$ cat src/rtl/sel_pkg.sv
package sel_pkg;
  typedef enum logic [1:0] {
    ST_ARM  = 2'd0,
    ST_HOLD = 2'd1,
    ST_WAIT = 2'd2
  } sel_state_e;
endpackage

$ cat src/rtl/settle_timer.sv
module settle_timer #(
  parameter int SETTLE_CYC = 8
) (
  input  logic clk,
  input  logic rst_n,
  input  logic clr,
  input  logic qual,
  output logic done
);
  localparam int CW = $clog2(SETTLE_CYC + 1);
  localparam logic [CW-1:0] LIM = CW'(SETTLE_CYC - 1);

  logic [CW-1:0] cnt_q;

  assign done = qual && !clr && (cnt_q == LIM);

  always_ff @(posedge clk) begin
    if (!rst_n || clr || !qual) cnt_q <= '0;
    else if (!done)             cnt_q <= cnt_q + 1'b1;
  end
endmodule

$ cat src/rtl/id_decode.sv
module id_decode #(
  parameter int DB_W = 8,
  localparam int ID_W = $clog2(DB_W)
) (
  input  logic [DB_W-1:0] db,
  input  logic [ID_W-1:0] own_id,
  output logic            single,
  output logic [ID_W-1:0] id
);
  localparam int PW = $clog2(DB_W + 1);

  logic [DB_W-1:0] other;
  logic [PW-1:0]   ones;

  always_comb begin
    other = db & ~(DB_W'(1) << own_id);
    ones  = '0;
    id    = '0;
    for (int i = 0; i < DB_W; i++) begin
      if (other[i]) begin
        ones = ones + 1'b1;
        id   = ID_W'(i);
      end
    end
    single = (ones == PW'(1));
  end
endmodule

$ cat src/rtl/parity_chk.sv
module parity_chk #(
  parameter int DB_W = 8
) (
  input  logic [DB_W-1:0] db,
  input  logic            dbp,
  input  logic            en,
  input  logic            arb,
  output logic            bad
);
  assign bad = en && !arb && !(^{db, dbp});
endmodule

$ cat src/rtl/sel_responder.sv
module sel_responder #(
  parameter int SETTLE_CYC = 8,
  parameter int DB_W       = 8,
  localparam int ID_W      = $clog2(DB_W)
) (
  input  logic            clk,
  input  logic            rst_n,
  input  logic [ID_W-1:0] own_id,
  input  logic            par_en,
  input  logic            arb_active,
  input  logic            bus_bsy,
  input  logic            bus_sel,
  input  logic            bus_io,
  input  logic            bus_rst,
  input  logic [DB_W-1:0] bus_db,
  input  logic            bus_dbp,
  input  logic            release_i,
  output logic            bsy_drive,
  output logic            selected,
  output logic [ID_W-1:0] init_id,
  output logic            id_err,
  output logic            par_err
);
  import sel_pkg::*;

  sel_state_e      st_q;
  logic            qual, done, single, pbad, drop;
  logic [ID_W-1:0] dec_id;

  assign qual = bus_sel && !bus_bsy && !bus_io && bus_db[own_id];
  assign drop = release_i || (bus_rst && !bus_sel);

  settle_timer #(.SETTLE_CYC(SETTLE_CYC)) tmr_i (
    .clk(clk), .rst_n(rst_n), .clr(st_q != ST_ARM), .qual(qual), .done(done)
  );

  id_decode #(.DB_W(DB_W)) dec_i (
    .db(bus_db), .own_id(own_id), .single(single), .id(dec_id)
  );

  parity_chk #(.DB_W(DB_W)) par_i (
    .db(bus_db), .dbp(bus_dbp), .en(par_en), .arb(arb_active), .bad(pbad)
  );

  always_ff @(posedge clk) begin
    if (!rst_n) begin
      st_q      <= ST_ARM;
      bsy_drive <= 1'b0;
      selected  <= 1'b0;
      init_id   <= '0;
      id_err    <= 1'b0;
      par_err   <= 1'b0;
    end else begin
      selected <= 1'b0;
      id_err   <= 1'b0;
      par_err  <= 1'b0;
      unique case (st_q)
        ST_ARM: if (done) begin
          if (!single)   begin id_err  <= 1'b1; st_q <= ST_WAIT; end
          else if (pbad) begin par_err <= 1'b1; st_q <= ST_WAIT; end
          else begin
            selected  <= 1'b1;
            bsy_drive <= 1'b1;
            init_id   <= dec_id;
            st_q      <= ST_HOLD;
          end
        end
        ST_HOLD: if (drop) begin
          bsy_drive <= 1'b0;
          st_q      <= ST_WAIT;
        end
        ST_WAIT: if (!qual) st_q <= ST_ARM;
        default: st_q <= ST_ARM;
      endcase
    end
  end
endmodule

$ cat config.mk
export PLATFORM = sky130hd
export DESIGN_NAME = sel_responder
export DESIGN_NICKNAME = d
export VERILOG_FILES = /design/src/rtl/sel_pkg.sv /design/src/rtl/settle_timer.sv /design/src/rtl/id_decode.sv /design/src/rtl/parity_chk.sv /design/src/rtl/sel_responder.sv
export SDC_FILE = /design/constraint.sdc
export NUM_CORES = 1
export LEC_CHECK = 0
export ABC_AREA = 1
export BUFFER_PORTS_ARGS = -buffer_cell sky130_fd_sc_hd__buf_4
export CAP_MARGIN = 20
export CORE_AREA = 2 2 56 64
export CTS_CLUSTER_DIAMETER = 40
export DETAILED_ROUTE_END_ITERATION = 12
export DIE_AREA = 0 0 58 66
export GPL_ROUTABILITY_DRIVEN = 0
export PLACE_DENSITY = 0.77
export SYNTH_ARGS = -nofsm -noshare
export SYNTH_HDL_FRONTEND = slang
export SYNTH_SLANG_ARGS = --single-unit
$ cat constraint.sdc
create_clock -name clk -period 6.8 [get_ports clk]
set_input_delay 0 -clock clk [delete_from_list [all_inputs] [get_ports clk]]
set_output_delay 0 -clock clk [all_outputs]
set_load 0.05 [all_outputs]
==> results of run 1 <==
## registers in the layout (all words and copies together), names as in the netlist
signal	flops
bsy_drive	1
id_err	1
init_id	3
par_err	1
selected	1
st_q	2
tmr_i.cnt_q	4
## cell families (layout without fill, tap and decap cells)
group | after synthesis | count (layout) | share of synthesized area, %
flip-flops | 13 | 13 | 18.8
AND/OR/NAND/NOR | 141 | 141 | 49.1
buffers and inverters | 37 | 66 | 10.3
adder cells (fa/ha/maj) | 8 | 8 | 7.21
XOR/XNOR | 9 | 9 | 5.68
AO/OA/AOI/OAI | 21 | 21 | 8.93
## critical path, delay by kind of cell
| family | cells | cell delay [ns] |
|---|---|---|
| adder cells (fa/ha/maj) | 6 | 1.69 |
| buffers and inverters | 9 | 0.67 |
| AO/OA/AOI/OAI | 1 | 0.23 |
| AND/OR/NAND/NOR | 18 | 2.12 |
## per-layer routing
metal | global-route usage [%] | up-vias | routed length (um)
li1 | - | 797 | -
met1 | 18.5 | 626 | 1300
met2 | 31.4 | 15 | 1460
met3 | 0.783 | 5 | 69
met4 | 6.98 | 0 | 51
met5 | 0 | - | 0
## cells in the mapped netlist (all sizes together) (2+ instances only)
cell type | count | share of area [%]
nand2 | 69 | 20
inv | 34 | 9.2
nand3 | 30 | 13
nor2 | 21 | 6.8
dfxtp | 13 | 19
a21oi | 12 | 4.3
ha | 8 | 7.2
nand4 | 8 | 3.6
nor3 | 6 | 2.2
xnor2 | 6 | 3.8
o21ai | 5 | 2.1
or2 | 4 | 1.8
xor2 | 3 | 1.9
buf | 2 | 0.72
nand3b | 2 | 1.1
## power by group
part | total (uW) | leakage (uW) | internal, uW | switching [uW]
clock | 47.6 | 0.0000150 | 22.8 | 24.8
combinational | 111 | 0.000737 | 44.6 | 66.8
sequential | 76.3 | 0.000105 | 76.2 | 0.131
## worst paths after layout
kind	start	endpoint	slack [ns]	cells after the start
setup / recovery	own_id[1]	init_id[2]	2.27	34
hold reg to reg	init_id[1]	init_id[1]	0.47	2
hold / removal	rst_n	init_id[2]	0.008	3
setup reg to reg	tmr_i.cnt_q[0]	bsy_drive	5.13	10
## cell type report
cell class / count / area, um^2 / area share (%)
multi-input combinational: 179 / 985 / 59.6
sequential: 13 / 260 / 15.8
timing repair buffer: 27 / 203 / 12.3
inverter: 35 / 133 / 8.03
tap: 36 / 45.0 / 2.73
clock buffer: 4 / 26.3 / 1.59
## per-stage QoR
step	instance area, um^2	total power [uW]	std cells	hold slack (ns)	util, %
after floorplan	1390	163	229	0.139	-
after global placement	1630	188	290	0.305	50.9
after detailed placement	1630	190	290	0.305	50.9
after CTS	1650	237	294	0.00450	51.7
after global routing	1650	257	294	0.0168	51.7
final	1650	235	294	0.00849	51.7
==> flow_summary.yaml, run 1 <==
run_status:
  run_status: "finished, final reports clean"
clocking:
  tritoncts.num_buffers: 3
  cts-resized-gates: 0
  cts_post_setup_buffers_inserted: 0
  holdBufCountCts: 0
  clkSlewWorstSetupHoldPaths_ns: 0.07
  cts_max_level: 1
  clkSinkCount: 13
  clk_path_buf_depth: 2
  cts_tree: "done"
  cts.root.buffer_cell: "clkbuf_4"
  clock_latency_ns: 0.28
sta:
  layout_min_cycle_time_ns: 4.53
  post-route-worst-setup-slack_ns: 2.27
  finalSetupViolCount: 0
  finalSetupTns_ns: 0
  maxClockFrequency_ghz: 0.221
  worstMarginPinSlew_ns: 0.433
  rsz0062_at_grt: "no"
  max_slew_margin_pct: 70.9
  worst_clock_skew_ns: 0.00212
  final_min_period_over_clock_period_pct: 66.6
  final-max-slew-violation-count: 0
  hold_viol: 0
power:
  powerDensity_nw_per_um2: 142
  peak_vdd_ir_mv: 0.105
  leakagePower_uw: 0.000856
logic_synthesis:
  async_flop_share_pct: 0
  netlist-cell-type-count: 30
  synth_edf_count: 0
  average_cell_area_after_synthesis_um2: 6.06
  mappedNetlistArea_um2: 1390
  register_bit_count_reported_by_yosys: 13
  ys_warn_count: 0
  ys_seq_area_share_pct: 18.8
  ys_dominant_reg_cell: "dfxtp_1"
  netlist_instances: 229
  synth_nets: 258
grt:
  overflow: 0
  grt_start_max_net_pins: 9
  grt_pass1_wl_um: 5140
  via_count_of_the_first_global_routing_pass: 1330
  antenna_violations_before_repair: 0
  grt_overall_usage_pct: 16.4
finish:
  layout.cells.most_common: "nand2_1"
  num-nets-final: 288
  layout.filler_cells: 335
  final_layout_size_suffix_gt1_share_pct: 20.2
  final_cell_mix: "nand2_1, inv_1, buf_4"
  areaGrowthSynthToFinish_pct: 19.0
  antenna_cells_inserted: 0
placed_design:
  place_ws_ns: 1.95
  hpwl_um: 2460
  numPortBuffers: 27
worst_setup_path:
  worst_ep_required_time_ns: 7.03
  critPathKind: "input pin to flip-flop"
  worstPathMaxFanout: 7
  worst_ep_arrival_time_ns: 4.75
  timing.critical_path.slowest_cell_delay_ns: 0.38
  worst_setup_path_start_kind: "input pin"
  worstSetupEndpointType: "flip-flop"
  cp_slowest_cell: "ha_1"
drt:
  route.antenna.remaining_nets: 0
  avgViaCountPerCell: 4.91
  routed_wl_um: 2880
  dr.first_iter.drc_count: 26
  detailedRoute.firstPassIterationCount: 4
  detail_route.wl_per_cell_um: 9.80
  drc: 0
  num_vias: 1443
die:
  die_h_um: 66
  floorplan.rows: 22
  initial_core_utilization_pct: 43.5
  ioPinCount: 28
  die_width_um: 58
  core_outline_area_um2: 3190
  dieArea_um2: 3830
worst_hold_path:
  worstHoldPathType: "input pin to flip-flop"
job:
  drv.max_cap_violation_count: 0
No activity file was read; power rests on OpenSTA's default activity.
==> inputs of run 2 (changes only) <==
- PLACE_DENSITY: 0.77 -> 0.79
- clock period: 6.8 -> 3.91 ns (I/O delays scaled with it)
==> run 2 against run 1 <==
Combinational power grew to 2.5 times the previous value. Final cell count is 7.1% higher. Count of clock-buffer cells in the layout stayed put. Critical endpoint is now init_id[1]. First-iteration DRC count is 140% higher. Non-clock buffer count is 21 higher. Critical path depth is 1 lower. Routed wire length is 18% higher.
==> flow_summary.yaml, run 2 (synthesis results as in run 1) <==
worst_setup_path:
  worst_ep_arrival_time_ns: 3.98
  cp_slowest_cell: "ha_4"
  crit_start: "own_id[1]"
  crit-reg2reg-launch: "tmr_i.cnt_q[0]"
  worst_ep_required_time_ns: 4.09
  r2r_setup_slack_ns: 2.21
  worstPathMaxFanout: 7
  critPathKind: "input pin to flip-flop"
  critPathMostFrequentCell: "ha_4"
  timing.critical_path.slowest_cell_delay_ns: 0.29
  reg2regPathDepth: 8
  worstSetupEndpointType: "flip-flop"
  regToRegEndpoint: "init_id[1]"
  worst_setup_path_start_kind: "input pin"
finish:
  finalInstanceArea_um2: 1970
  non_filler_instances: 315
  areaGrowthSynthToFinish_pct: 41.9
  fin_util_pct: 61.7
  antenna_cells_inserted: 0
  final_cell_mix: "nand2_1, buf_4, inv_1"
  layout.cells.most_common: "nand2_1"
  largestRegisters: "tmr_i.cnt_q: 4 flops, init_id: 3 flops, st_q: 2 flops"
  num-nets-final: 309
  max_reg_flops: 4
  final_layout_size_suffix_gt1_share_pct: 36.6
  max_flop_register: "tmr_i.cnt_q"
grt:
  antenna_violations_before_repair: 0
  met2_usage_pct: 33.8
  overflow: 0
  grt.busiest_layer: "met2"
  met1_usage_pct: 20.9
  grt_start_max_net_pins: 9
  via_count_of_the_first_global_routing_pass: 1426
  grt_pass1_wl_um: 5540
  grt_overall_usage_pct: 18.0
  met3_track_demand_over_resource_in_global_routing_pct: 1.96
clocking:
  tritoncts.num_buffers: 3
  cts.root.buffer_cell: "clkbuf_4"
  holdBufCountCts: 0
  cts_max_level: 1
  clkSinkCount: 13
  clk_path_buf_depth: 2
  clock_latency_ns: 0.27
  clkSlewWorstSetupHoldPaths_ns: 0.08
  cts_tree: "done"
die:
  die_width_um: 58
  die_h_um: 66
  initial_core_utilization_pct: 43.5
  floorplan.rows: 22
  dieArea_um2: 3830
  core_outline_area_um2: 3190
  ioPinCount: 28
sta:
  finalSetupViolCount: 0
  rsz0062_at_grt: "yes"
  max_slew_margin_pct: 65.1
  worstMarginPinSlew_ns: 0.519
  finalHoldWorstSlack_ns: 0.0122
  layout_min_cycle_time_ns: 3.81
  post-route-worst-setup-slack_ns: 0.104
  hold_viol: 0
  worst_clock_skew_ns: 0.00296
  final-max-slew-violation-count: 0
  final_min_period_over_clock_period_pct: 97.3
  maxClockFrequency_ghz: 0.263
power:
  powerDensity_nw_per_um2: 252
  peak_vdd_ir_mv: 0.184
  leakagePower_uw: 0.000973
placed_design:
  hpwl_um: 2720
  place_ws_ns: -0.285
  placed_cells_incl_taps: 309
  numPortBuffers: 27
  dpl_cell_area_um2: 1840
job:
  drv.max_cap_violation_count: 0
drt:
  detailedRoute.firstPassIterationCount: 4
  dr.first_iter.drc_count: 62
  avgViaCountPerCell: 4.94
  num_vias: 1557
  drc: 0
  detail_route.wl_per_cell_um: 10.8
  routed_wl_um: 3390
  route.antenna.remaining_nets: 0
worst_hold_path:
  min_path_cells: 4
  min-delay-start: "release_i"
  worstHoldPathType: "input pin to flip-flop"
  timing.hold.worst_endpoint: "st_q[0]"
run_status:
  run_status: "finished, final reports clean"
## run 2: changes by cell type in the layout (fill, tap and decap cells not counted), sizes merged
cell and delta:
buf +21
## run 2: worst max-delay path by stage
stage / end / slack [ns] / cells past startpoint
3_5_place_dp: init_id[0] / -0.29 / 34
3_3_place_gp: init_id[0] / -0.17 / 35
4_1_cts: init_id[0] / 0.01 / 35
2_1_floorplan: init_id[0] / -0.01 / 33
6_report: init_id[1] / 0.10 / 33
5_1_grt: init_id[1] / -0.14 / 33
## run 2: cell type report
class	count	area, um^2
inverter	35	138
clock buffer	4	26.3
tap	36	45.0
timing repair buffer	48	368
fill	319	1220
sequential	13	260
multi-input combinational	179	1130
## run 2: what timing repair did
action,4_1_cts,5_1_grt
pin swaps,1,20
gates resized for setup,0,20
setup buffers,0,2
endpoints found under the setup margin,2,9
gates cloned,0,0
## run 2: per-stage QoR
step	TNS (ns)	total power, uW
after global routing	-0.835	538
after global placement	-0.881	367
after CTS	0	451
final	0	497
after detailed placement	-1.90	372
after floorplan	-0.00994	301
## run 2: metal layers
layer | vias up | share of wire [%]
li1 | 841 | -
met1 | 685 | 42
met2 | 27 | 53
met3 | 4 | 3.7
met4 | 0 | 0.83
met5 | - | 0
## run 2: power breakdown
group	total, uW	switching (uW)	internal (uW)
registers	133	0.225	132
clock network	81.9	42.4	39.6
logic	282	152	130
total	497	195	302
## run 2: critical path, delay by kind of cell
| family | cells | cell delay [ns] |
|---|---|---|
| adder cells (fa/ha/maj) | 6 | 1.49 |
| buffers and inverters | 8 | 0.44 |
| AO/OA/AOI/OAI | 1 | 0.17 |
| AND/OR/NAND/NOR | 18 | 1.88 |
